$ cat src/rtl/pef_pkg.sv
package pef_pkg;

  typedef enum logic [2:0] {
    ST_IDLE  = 3'd0,
    ST_HDR0  = 3'd1,
    ST_HDR1  = 3'd2,
    ST_DATA  = 3'd3,
    ST_TRAIL = 3'd4
  } pef_state_e;

endpackage

$ cat src/rtl/pef_seq.sv
module pef_seq
  import pef_pkg::*;
#(
  parameter int N_WORDS = 32
) (
  input  logic       clk,
  input  logic       rst_n,
  input  logic       in_valid,
  input  logic       in_first,
  input  logic       out_ready,
  output pef_state_e state,
  output logic       in_ready,
  output logic       out_valid,
  output logic       cap,
  output logic       beat,
  output logic       cut,
  output logic       hdr1_done,
  output logic       trail_done
);

  localparam int CNT_W = (N_WORDS > 1) ? $clog2(N_WORDS) : 1;
  localparam logic [CNT_W-1:0] LAST = CNT_W'(N_WORDS - 1);

  pef_state_e       state_q, state_d;
  logic [CNT_W-1:0] cnt_q, cnt_d;
  logic             cnt_en;

  always_comb begin
    cap        = (state_q == ST_IDLE) && in_valid && in_first;
    cut        = (state_q == ST_DATA) && in_valid && in_first && (cnt_q != '0);
    beat       = (state_q == ST_DATA) && in_valid && out_ready && !cut;
    hdr1_done  = (state_q == ST_HDR1) && out_ready;
    trail_done = (state_q == ST_TRAIL) && out_ready;

    in_ready  = 1'b0;
    out_valid = 1'b0;
    unique case (state_q)
      ST_IDLE:  in_ready = !in_first;
      ST_HDR0,
      ST_HDR1,
      ST_TRAIL: out_valid = 1'b1;
      ST_DATA: begin
        in_ready  = out_ready && !cut;
        out_valid = in_valid && !cut;
      end
      default: ;
    endcase
  end

  always_comb begin
    state_d = state_q;
    unique case (state_q)
      ST_IDLE:  if (cap) state_d = ST_HDR0;
      ST_HDR0:  if (out_ready) state_d = ST_HDR1;
      ST_HDR1:  if (out_ready) state_d = ST_DATA;
      ST_DATA: begin
        if (cut) state_d = ST_TRAIL;
        else if (beat && (cnt_q == LAST)) state_d = ST_TRAIL;
      end
      ST_TRAIL: if (out_ready) state_d = ST_IDLE;
      default:  state_d = ST_IDLE;
    endcase
  end

  always_comb begin
    cnt_en = beat || cut;
    if (cut || (cnt_q == LAST)) cnt_d = '0;
    else cnt_d = cnt_q + CNT_W'(1);
  end

  always_ff @(posedge clk or negedge rst_n) begin
    if (!rst_n) begin
      state_q <= ST_IDLE;
      cnt_q   <= '0;
    end else begin
      state_q <= state_d;
      if (cnt_en) cnt_q <= cnt_d;
    end
  end

  assign state = state_q;

  // header 0 is always followed by header 1 once transferred
  a_r3_hdr_order: assert property (@(posedge clk) disable iff (!rst_n)
    (state_q == ST_HDR0 && out_ready) |=> (state_q == ST_HDR1));

  // the last hit word leads straight to the trailer
  a_r3_full_to_trailer: assert property (@(posedge clk) disable iff (!rst_n)
    (beat && cnt_q == LAST) |=> (state_q == ST_TRAIL));

  // a stalled header or trailer stays put
  a_r5_stall_hold: assert property (@(posedge clk) disable iff (!rst_n)
    ((state_q == ST_HDR0 || state_q == ST_HDR1 || state_q == ST_TRAIL) && !out_ready)
      |=> $stable(state_q));

  // stray words in idle are drained without output
  a_r8_idle_drain: assert property (@(posedge clk) disable iff (!rst_n)
    (state_q == ST_IDLE && in_valid && !in_first) |-> (in_ready && !out_valid));

endmodule

$ cat src/rtl/pef_col_parity.sv
module pef_col_parity #(
  parameter int WORD_W = 32
) (
  input  logic              clk,
  input  logic              rst_n,
  input  logic              add,
  input  logic              clr,
  input  logic [WORD_W-1:0] din,
  output logic [WORD_W-1:0] par
);

  logic [WORD_W-1:0] acc_q, acc_d;
  logic              acc_en;

  always_comb begin
    acc_en = add || clr;
    acc_d  = clr ? '0 : (acc_q ^ din);
  end

  always_ff @(posedge clk or negedge rst_n) begin
    if (!rst_n) acc_q <= '0;
    else if (acc_en) acc_q <= acc_d;
  end

  assign par = acc_q;

  // a hit word is never folded in during the clearing cycle
  a_r4_add_clr_excl: assert property (@(posedge clk) disable iff (!rst_n)
    !(add && clr));

endmodule

$ cat src/rtl/pef_hdr_build.sv
module pef_hdr_build #(
  parameter int          WORD_W = 32,
  parameter int          EVT_W  = 24,
  parameter int          DET_W  = 8,
  parameter int          BX_W   = 12,
  parameter int          STAT_W = 12,
  parameter logic [7:0]  MARKER = 8'hA5
) (
  input  logic              clk,
  input  logic              rst_n,
  input  logic              cap,
  input  logic              cut,
  input  logic              hdr1_done,
  input  logic [EVT_W-1:0]  evt_id,
  input  logic [DET_W-1:0]  det_id,
  input  logic [BX_W-1:0]   bx_id,
  input  logic [STAT_W-2:0] stat_in,
  output logic [WORD_W-1:0] hdr0,
  output logic [WORD_W-1:0] hdr1
);

  localparam int MARK_W = WORD_W - EVT_W;

  logic [EVT_W-1:0]  evt_q;
  logic [DET_W-1:0]  det_q;
  logic [BX_W-1:0]   bx_q;
  logic [STAT_W-2:0] st_q;
  logic              cut_q, cut_d, cut_en;

  always_comb begin
    cut_en = cut || hdr1_done;
    cut_d  = cut;
  end

  always_ff @(posedge clk or negedge rst_n) begin
    if (!rst_n) begin
      evt_q <= '0;
      det_q <= '0;
      bx_q  <= '0;
      st_q  <= '0;
    end else if (cap) begin
      evt_q <= evt_id;
      det_q <= det_id;
      bx_q  <= bx_id;
      st_q  <= stat_in;
    end
  end

  always_ff @(posedge clk or negedge rst_n) begin
    if (!rst_n) cut_q <= 1'b0;
    else if (cut_en) cut_q <= cut_d;
  end

  assign hdr0 = {MARKER[MARK_W-1:0], evt_q};
  assign hdr1 = {det_q, bx_q, cut_q, st_q};

  // a cut and a header-1 transfer never coincide
  a_r7_cut_excl: assert property (@(posedge clk) disable iff (!rst_n)
    !(cut && hdr1_done));

endmodule

$ cat src/rtl/pef_packet_fmt.sv
module pef_packet_fmt
  import pef_pkg::*;
#(
  parameter int          WORD_W    = 32,
  parameter int          N_WORDS   = 32,
  parameter int          EVT_W     = 24,
  parameter int          DET_W     = 8,
  parameter int          BX_W      = 12,
  parameter int          STAT_W    = 12,
  parameter logic [7:0]  MARKER    = 8'hA5,
  parameter logic [31:0] IDLE_WORD = 32'h0000_0000
) (
  input  logic              clk,
  input  logic              rst_n,
  input  logic              in_valid,
  input  logic              in_first,
  input  logic [WORD_W-1:0] in_data,
  output logic              in_ready,
  input  logic [EVT_W-1:0]  evt_id,
  input  logic [DET_W-1:0]  det_id,
  input  logic [BX_W-1:0]   bx_id,
  input  logic [STAT_W-2:0] stat_in,
  output logic              out_valid,
  input  logic              out_ready,
  output logic [WORD_W-1:0] out_data
);

  localparam int SYNC_N = 2;

  logic [SYNC_N-1:0] rst_sync_q;
  logic              rst_int_n;

  always_ff @(posedge clk or negedge rst_n) begin
    if (!rst_n) rst_sync_q <= '0;
    else rst_sync_q <= {rst_sync_q[SYNC_N-2:0], 1'b1};
  end
  assign rst_int_n = rst_sync_q[SYNC_N-1];

  pef_state_e        state;
  logic              cap, beat, cut, hdr1_done, trail_done;
  logic [WORD_W-1:0] hdr0, hdr1, par;

  pef_seq #(.N_WORDS(N_WORDS)) seq_i (
    .clk        (clk),
    .rst_n      (rst_int_n),
    .in_valid   (in_valid),
    .in_first   (in_first),
    .out_ready  (out_ready),
    .state      (state),
    .in_ready   (in_ready),
    .out_valid  (out_valid),
    .cap        (cap),
    .beat       (beat),
    .cut        (cut),
    .hdr1_done  (hdr1_done),
    .trail_done (trail_done)
  );

  pef_hdr_build #(
    .WORD_W (WORD_W),
    .EVT_W  (EVT_W),
    .DET_W  (DET_W),
    .BX_W   (BX_W),
    .STAT_W (STAT_W),
    .MARKER (MARKER)
  ) hdr_i (
    .clk       (clk),
    .rst_n     (rst_int_n),
    .cap       (cap),
    .cut       (cut),
    .hdr1_done (hdr1_done),
    .evt_id    (evt_id),
    .det_id    (det_id),
    .bx_id     (bx_id),
    .stat_in   (stat_in),
    .hdr0      (hdr0),
    .hdr1      (hdr1)
  );

  pef_col_parity #(.WORD_W(WORD_W)) par_i (
    .clk   (clk),
    .rst_n (rst_int_n),
    .add   (beat),
    .clr   (trail_done),
    .din   (in_data),
    .par   (par)
  );

  always_comb begin
    unique case (state)
      ST_HDR0:  out_data = hdr0;
      ST_HDR1:  out_data = hdr1;
      ST_DATA:  out_data = in_data;
      ST_TRAIL: out_data = par;
      default:  out_data = IDLE_WORD[WORD_W-1:0];
    endcase
  end

  // parity register is clean whenever a packet opens
  a_r4_par_clean: assert property (@(posedge clk) disable iff (!rst_int_n)
    (state == ST_HDR0) |-> (par == '0));

  // every accepted hit word leaves in the same cycle
  a_r5_no_loss: assert property (@(posedge clk) disable iff (!rst_int_n)
    (state == ST_DATA && in_valid && in_ready) |-> (out_valid && out_ready));

  // idle presents the idle word with valid low
  a_r6_idle_word: assert property (@(posedge clk) disable iff (!rst_int_n)
    (state == ST_IDLE) |-> (!out_valid && out_data == IDLE_WORD[WORD_W-1:0]));

  // the cut flag only rises while hit words are flowing
  a_r7_flag_rise: assert property (@(posedge clk) disable iff (!rst_int_n)
    $rose(hdr1[STAT_W-1]) |-> ($past(state) == ST_DATA));

endmodule

$ cat config.mk
export PLATFORM = sky130hd
export DESIGN_NAME = pef_packet_fmt
export DESIGN_NICKNAME = d
export VERILOG_FILES = /design/src/rtl/pef_pkg.sv /design/src/rtl/pef_seq.sv /design/src/rtl/pef_col_parity.sv /design/src/rtl/pef_hdr_build.sv /design/src/rtl/pef_packet_fmt.sv
export SDC_FILE = /design/constraint.sdc
export NUM_CORES = 1
export LEC_CHECK = 0
export BUFFER_PORTS_ARGS = -buffer_cell sky130_fd_sc_hd__buf_4
export CORE_MARGIN = 5
export CORE_UTILIZATION = 39
export DETAILED_ROUTE_END_ITERATION = 10
export PLACE_DENSITY = 0.75
export SETUP_SLACK_MARGIN = 0.2
export SKIP_LAST_GASP = 1
export SYNTH_ARGS = -nofsm -noshare
export SYNTH_HDL_FRONTEND = slang
export SYNTH_SLANG_ARGS = --single-unit
$ cat constraint.sdc
create_clock -name clk -period 3.13 [get_ports clk]
set_input_delay 0.313 -clock clk [delete_from_list [all_inputs] [get_ports clk]]
set_output_delay 0.313 -clock clk [all_outputs]
set_load 0.01 [all_outputs]
; ---- Word level (Yosys, flattened, before mapping)
; Index checks and enable logic that the tools add are counted.
[op_classes]
eq_ne = 10
n_addsub = 1
n_bitwise = 1
mux = 12
n_reduce_logical = 22
[ops]
columns = operator, count
row1 = 32-bit case mux with 4 select lines, 1
row2 = 32-bit two-way mux, 1
row3 = 32-bit XOR, 1
row4 = 3-bit two-way mux, 6
row5 = 3-bit case mux with 5 select lines, 1
row6 = 1-bit logical AND, 12
row7 = "2-bit != test, second input constant", 4
row8 = "3-bit by 2-bit == test with 1-bit output, second input constant", 2
row9 = "5-bit by 1-bit adder with 5-bit output, second input constant", 1
row10 = "5-bit == test, second input constant", 1
row11 = 5-bit two-way mux, 1
row12 = 5-bit AND reduction, 1
row13 = 5-bit nonzero test, 1
row14 = 1-bit logical OR, 4
row15 = 1-bit case mux with 2 select lines, 2
row16 = "3-bit by 1-bit == test with 1-bit output, second input constant", 1
row17 = "3-bit == test, second input constant", 1
row18 = 3-bit zero test, 1
row19 = "3-bit by 2-bit != test with 1-bit output, second input constant", 1
row20 = 3-bit OR reduction, 1
row21 = 1-bit zero test, 2
[totals]
ff_bits = 98
out_inout_bits = 34
inputBits = 92

; ---- Depth between registers and ports, before layout
[depth]
ltp_word = 10
depth_mapped = 7
ltp_nobuf = 7

; ---- Cells and area by module
; Synthesis repeated with hierarchy kept, for this count alone.
[hier_totals]
cells_unflattened = 493
area_unflattened_um2 = 6313.6
[modules_own_cells]
columns = module, area_each_um2, seq_area_each_um2, n_inst, cells_each
row1 = pef_hdr_build, 2406.1, 1401.3, 1, 130
row2 = pef_col_parity, 1705.4, 800.8, 1, 138
row3 = pef_packet_fmt, 1534.0, 50.0, 1, 157
row4 = pef_seq, 668.1, 200.2, 1, 68

; ---- Worst setup path after synthesis
; OpenSTA, ideal clock, no wires.
[synth_path]
path_kind = flip-flop to output port
startpoint = reg seq_i.state_q[2] (netlist: seq_i.state[2])
endpoint = out out_data[11]
path_stages_with_launch = 7
path_buffers = 3
arrival_time_ns = 1.543
path_slack_ns = 1.274
cell_sequence = dfrtp_1 buf_2 and2_1 clkbuf_1 buf_1 a22o_1 a221o_1
[synth_between]
elab_chain_len = 2
[synth_lines]
columns = item, line_no
row1 = "start, declared", pef_seq.sv:24  ; pef_state_e state_q, state_d;
row2 = "start signal, assigned", pef_seq.sv:76  ; state_q <= state_d;
row3 = 3-bit == test (tied with other cells), pef_packet_fmt.sv:90  ; unique case (state)
row4 = 32-bit case mux with 4 select lines (*), pef_packet_fmt.sv:90
row5 = "end, declared", pef_packet_fmt.sv:25  ; output logic [WORD_W-1:0] out_data
; Every way passes the cells marked *; elsewhere a longest branch is shown, timed or not.

; ---- Worst setup path in the final report
[layout_path]
startpoint = reg seq_i.state_q[0] (netlist: seq_i.state[0])
endpoint = out out_data[11]
; The elaborated chain is that of the path after synthesis.

==> metrics.md <==
| Metric | Value |
|---|---|
| Final setup TNS | `0 ns` |
| Post-Place Setup Slack | `0.596 ns` |
| Max cap viols | `0` |
| Cell variety after synth | `46` |
| Die X | `123 microns` |
| Async set-reset flop share out of synthesis | `100%` |
| H-tree levels | `3` |
| DRT antenna net count | `0` |
| Max Fclk | `376 MHz` |
| First-pass GRT wire length | `21300 microns` |
| PnR worst setup slack | `0.468 ns` |
| RePlAce Congestion | `0.803` |
| Number of primary I/O pins | `126` |
| Critical Path AT | `2.35 ns` |
| Clk slew on worst S/H paths | `0.07 ns` |
| Largest net degree at the start of global routing | `83` |
| Core Rows | `41` |
| Share of cells above drive strength 1 | `37.2%` |
| Simple-gate portion of the synthesized area | `9.97%` |
| Vias | `4153` |
| Leak | `2.96 nW` |
| Post-CTS Repair Setup Buffers | `0` |
| Unrepaired setup endpoints after global routing | `false` |
| Core area | `12500 sq um` |
| Status | `complete, no violations` |
| Total gr overflow | `0` |
| Worst Setup Start Kind | `flip-flop` |
| Initial antenna violation count | `0` |
| Synthesized area per cell | `10.7 sq um` |
| CP max FO | `23` |
| Initial Utilization | `39.5%` |
| GRT Util Overall | `18.1%` |
| Synth Warn # | `0` |
| Layout area overhead | `28.7%` |
| Nets | `668` |
| Complex-gate fraction of the synthesized area | `20.8%` |
| Worst Tran Pin Value | `1.29 ns` |
| Post-synth EDFFs | `0` |
| Clock sink count | `98` |
| Seq/Total Area, Yosys | `49.6%` |
| Main combinational cell family by area after synthesis | `compound AO/OA/AOI/OAI gates` |
| Port Buf Inserts | `125` |
| CTS tree | `built` |
| Total power per unit cell area | `921 nW/um^2` |
| Max Root-Sink Buffers | `2` |
| Worst Path Required | `2.82 ns` |
| Number of antenna repair diodes | `0` |
| Slew Limit Fails | `0` |
| Placed cell area | `6050 sq um` |
| Cts bufs inserted | `9` |
| Synth Register Bits | `98` |
| Predominant post-synthesis flop cell | `dfrtp_1` |
| Normalized max-slew margin | `13.7%` |
| Worst setup EP type | `output port` |
| Clock Skews | `0.00924 ns` |
| Die footprint | `15000 sq um` |
| Post-synthesis mux area share | `13.0%` |
| Area share of xor/xnor cells in the synthesized design | `0.177%` |
| Syn_nets | `558` |
| Final min period | `2.66 ns` |
| DPL Wire Length | `9210 microns` |
| WL/cell | `17.7 microns` |
| Remaining DRCs | `0` |
| Worst-case vdd ir drop | `353 uV` |
| Gate Count Post-Synth | `463` |
| 1st-pass router iterations | `5` |
| Final WL | `13300 microns` |
| Adder-Cell Fraction of Synth Area | `0.759%` |
| Finish-stage setup viols | `0` |
| CTS root buf | `clkbuf_16` |
| Mapped Area | `4940 sq um` |
| Fin area | `6360 sq um` |
| Number of global-route vias before repair | `4317` |
| Crit Path Class | `reg2out` |
| Hold Path Class | `in2reg` |
| Mean number of vias per cell | `5.54` |
| Total power | `5.86 mW` |
| Die height | `123 microns` |
| Final hold viol count | `0` |
| Tcrit/Tclk final | `85.1%` |
| Clock Latency Late Sink | `0.34 ns` |
| Initial drt markers | `247` |
==> path summary, 6_finish.rpt <==
check	startpoint	end	slack [ns]	cells after the start
worst max-delay path	seq_i.state[0]	out_data[11]	0.47	6
worst min register to register	rst_sync_q[0]	rst_sync_q[1]	0.36	0
max in group asynchronous	rst_sync_q[1]	hdr_i.evt_q[21]	1.85	1
worst min-delay path	bx_id[0]	hdr_i.bx_q[0]	0.20	2
worst max register to register	seq_i.cnt_q[0]	par_i.par[31]	0.69	6
min in group asynchronous	rst_n	rst_sync_q[1]	0.29	2
==> per-stage QoR <==
stage               hold WS (ns)  instances  util (%)
floorplan                 0.0174        463         -
global placement          0.0960        733      48.3
detailed placement        0.0966        733      48.3
CTS                        0.184        750      50.8
global route               0.188        750      50.8
finish                     0.196        750      50.8
==> layer usage <==
metal / routed length, microns / vias up / global-route usage, %
li1: - / 1920 / -
met1: 5390 / 2061 / 21.9
met2: 6690 / 155 / 30.7
met3: 937 / 17 / 4.98
met4: 284 / 0 / 6.79
met5: 0 / - / 0
==> synthesized netlist by cell type, drive strengths merged, types with 2 or more instances <==
| master | count | share of area, % |
|---|---|---|
| o2111ai | 3 | 0.53 |
| inv | 34 | 2.6 |
| clkbuf | 23 | 1.8 |
| mux2 | 57 | 13 |
| and3 | 2 | 0.28 |
| nand2 | 20 | 1.5 |
| and2 | 5 | 0.63 |
| o22ai | 3 | 0.38 |
| dfrtp | 98 | 50 |
| a221o | 19 | 3.8 |
| or4b | 2 | 0.41 |
| o31ai | 4 | 0.61 |
| a22o | 21 | 3.7 |
| o211ai | 7 | 1.3 |
| a21oi | 38 | 3.8 |
| ha | 3 | 0.76 |
| o21ai | 34 | 3.4 |
| o32ai | 2 | 0.35 |
| or3 | 32 | 4.1 |
| nor4 | 2 | 0.25 |
| nor3 | 2 | 0.20 |
| a21o | 2 | 0.30 |
| and3b | 2 | 0.35 |
| nor2 | 12 | 0.91 |
| buf | 12 | 1.2 |
| a22oi | 9 | 1.4 |
| nor2b | 2 | 0.25 |
==> worst max-delay path: stages, from the launching register on <==
cell     delay [ns]
dfrtp_2        0.58
nor2_1         0.14
and2_1         0.35
buf_12         0.25
a22o_1         0.23
a221o_1        0.30
buf_4          0.16
==> flip-flops by register name, summed over array words and instances, names as in the netlist <==
name         count
hdr_i.bx_q      12
par_i.par       32
seq_i.state      3
hdr_i.st_q      11
seq_i.cnt_q      5
rst_sync_q       2
hdr_i.cut_q      1
hdr_i.det_q      8
hdr_i.evt_q     24
==> cells by family after synthesis <==
group	after synthesis
buf+inv	69
fa+ha+maj	3
other cells	1
flops	98
xor+xnor	1
mux	57
simple gates	86
compound gates	148
==> cell usage in the layout (no fill, tap or decap), types with 3 or more instances in the layout <==
cell type / netlist / routed
a21oi_1: 38 / 38
a221o_1: 19 / 19
a22o_1: 21 / 21
a22oi_1: 9 / 9
and2_1: 5 / 4
buf_12: 0 / 3
buf_4: 0 / 130
clkbuf_16: 0 / 9
dfrtp_1: 98 / 95
ha_1: 3 / 3
inv_1: 34 / 34
mux2_2: 56 / 56
nand2_1: 20 / 19
nor2_1: 12 / 12
o2111ai_1: 3 / 3
o211ai_1: 6 / 6
o21ai_0: 34 / 34
o22ai_1: 3 / 3
o31ai_1: 4 / 4
or3_1: 29 / 29
or3_2: 3 / 3
==> layout make-up <==
cell class | instances | area [sq um]
clock buffers | 12 | 246
clock inverters | 4 | 51.3
fillers | 1155 | 6150
inverters | 34 | 128
multi-input cells | 296 | 2220
flip-flops and latches | 98 | 2460
well taps | 172 | 215
repair buffers | 134 | 1050
==> power by group <==
group | internal, mW | leakage [nW] | total, mW | switching, mW
clock | 0.642 | 0.143 | 1.10 | 0.462
combinational | 1.30 | 1.59 | 2.42 | 1.12
sequential | 1.86 | 1.23 | 2.33 | 0.470
==> repair_timing <==
action | CTS | global route
hold buffers | 1 | 0
endpoints found under the hold margin | 2 | 0
setup endpoints to repair | 0 | 24
gates resized for setup | 0 | 3
Power figures use the tool's default switching activity.
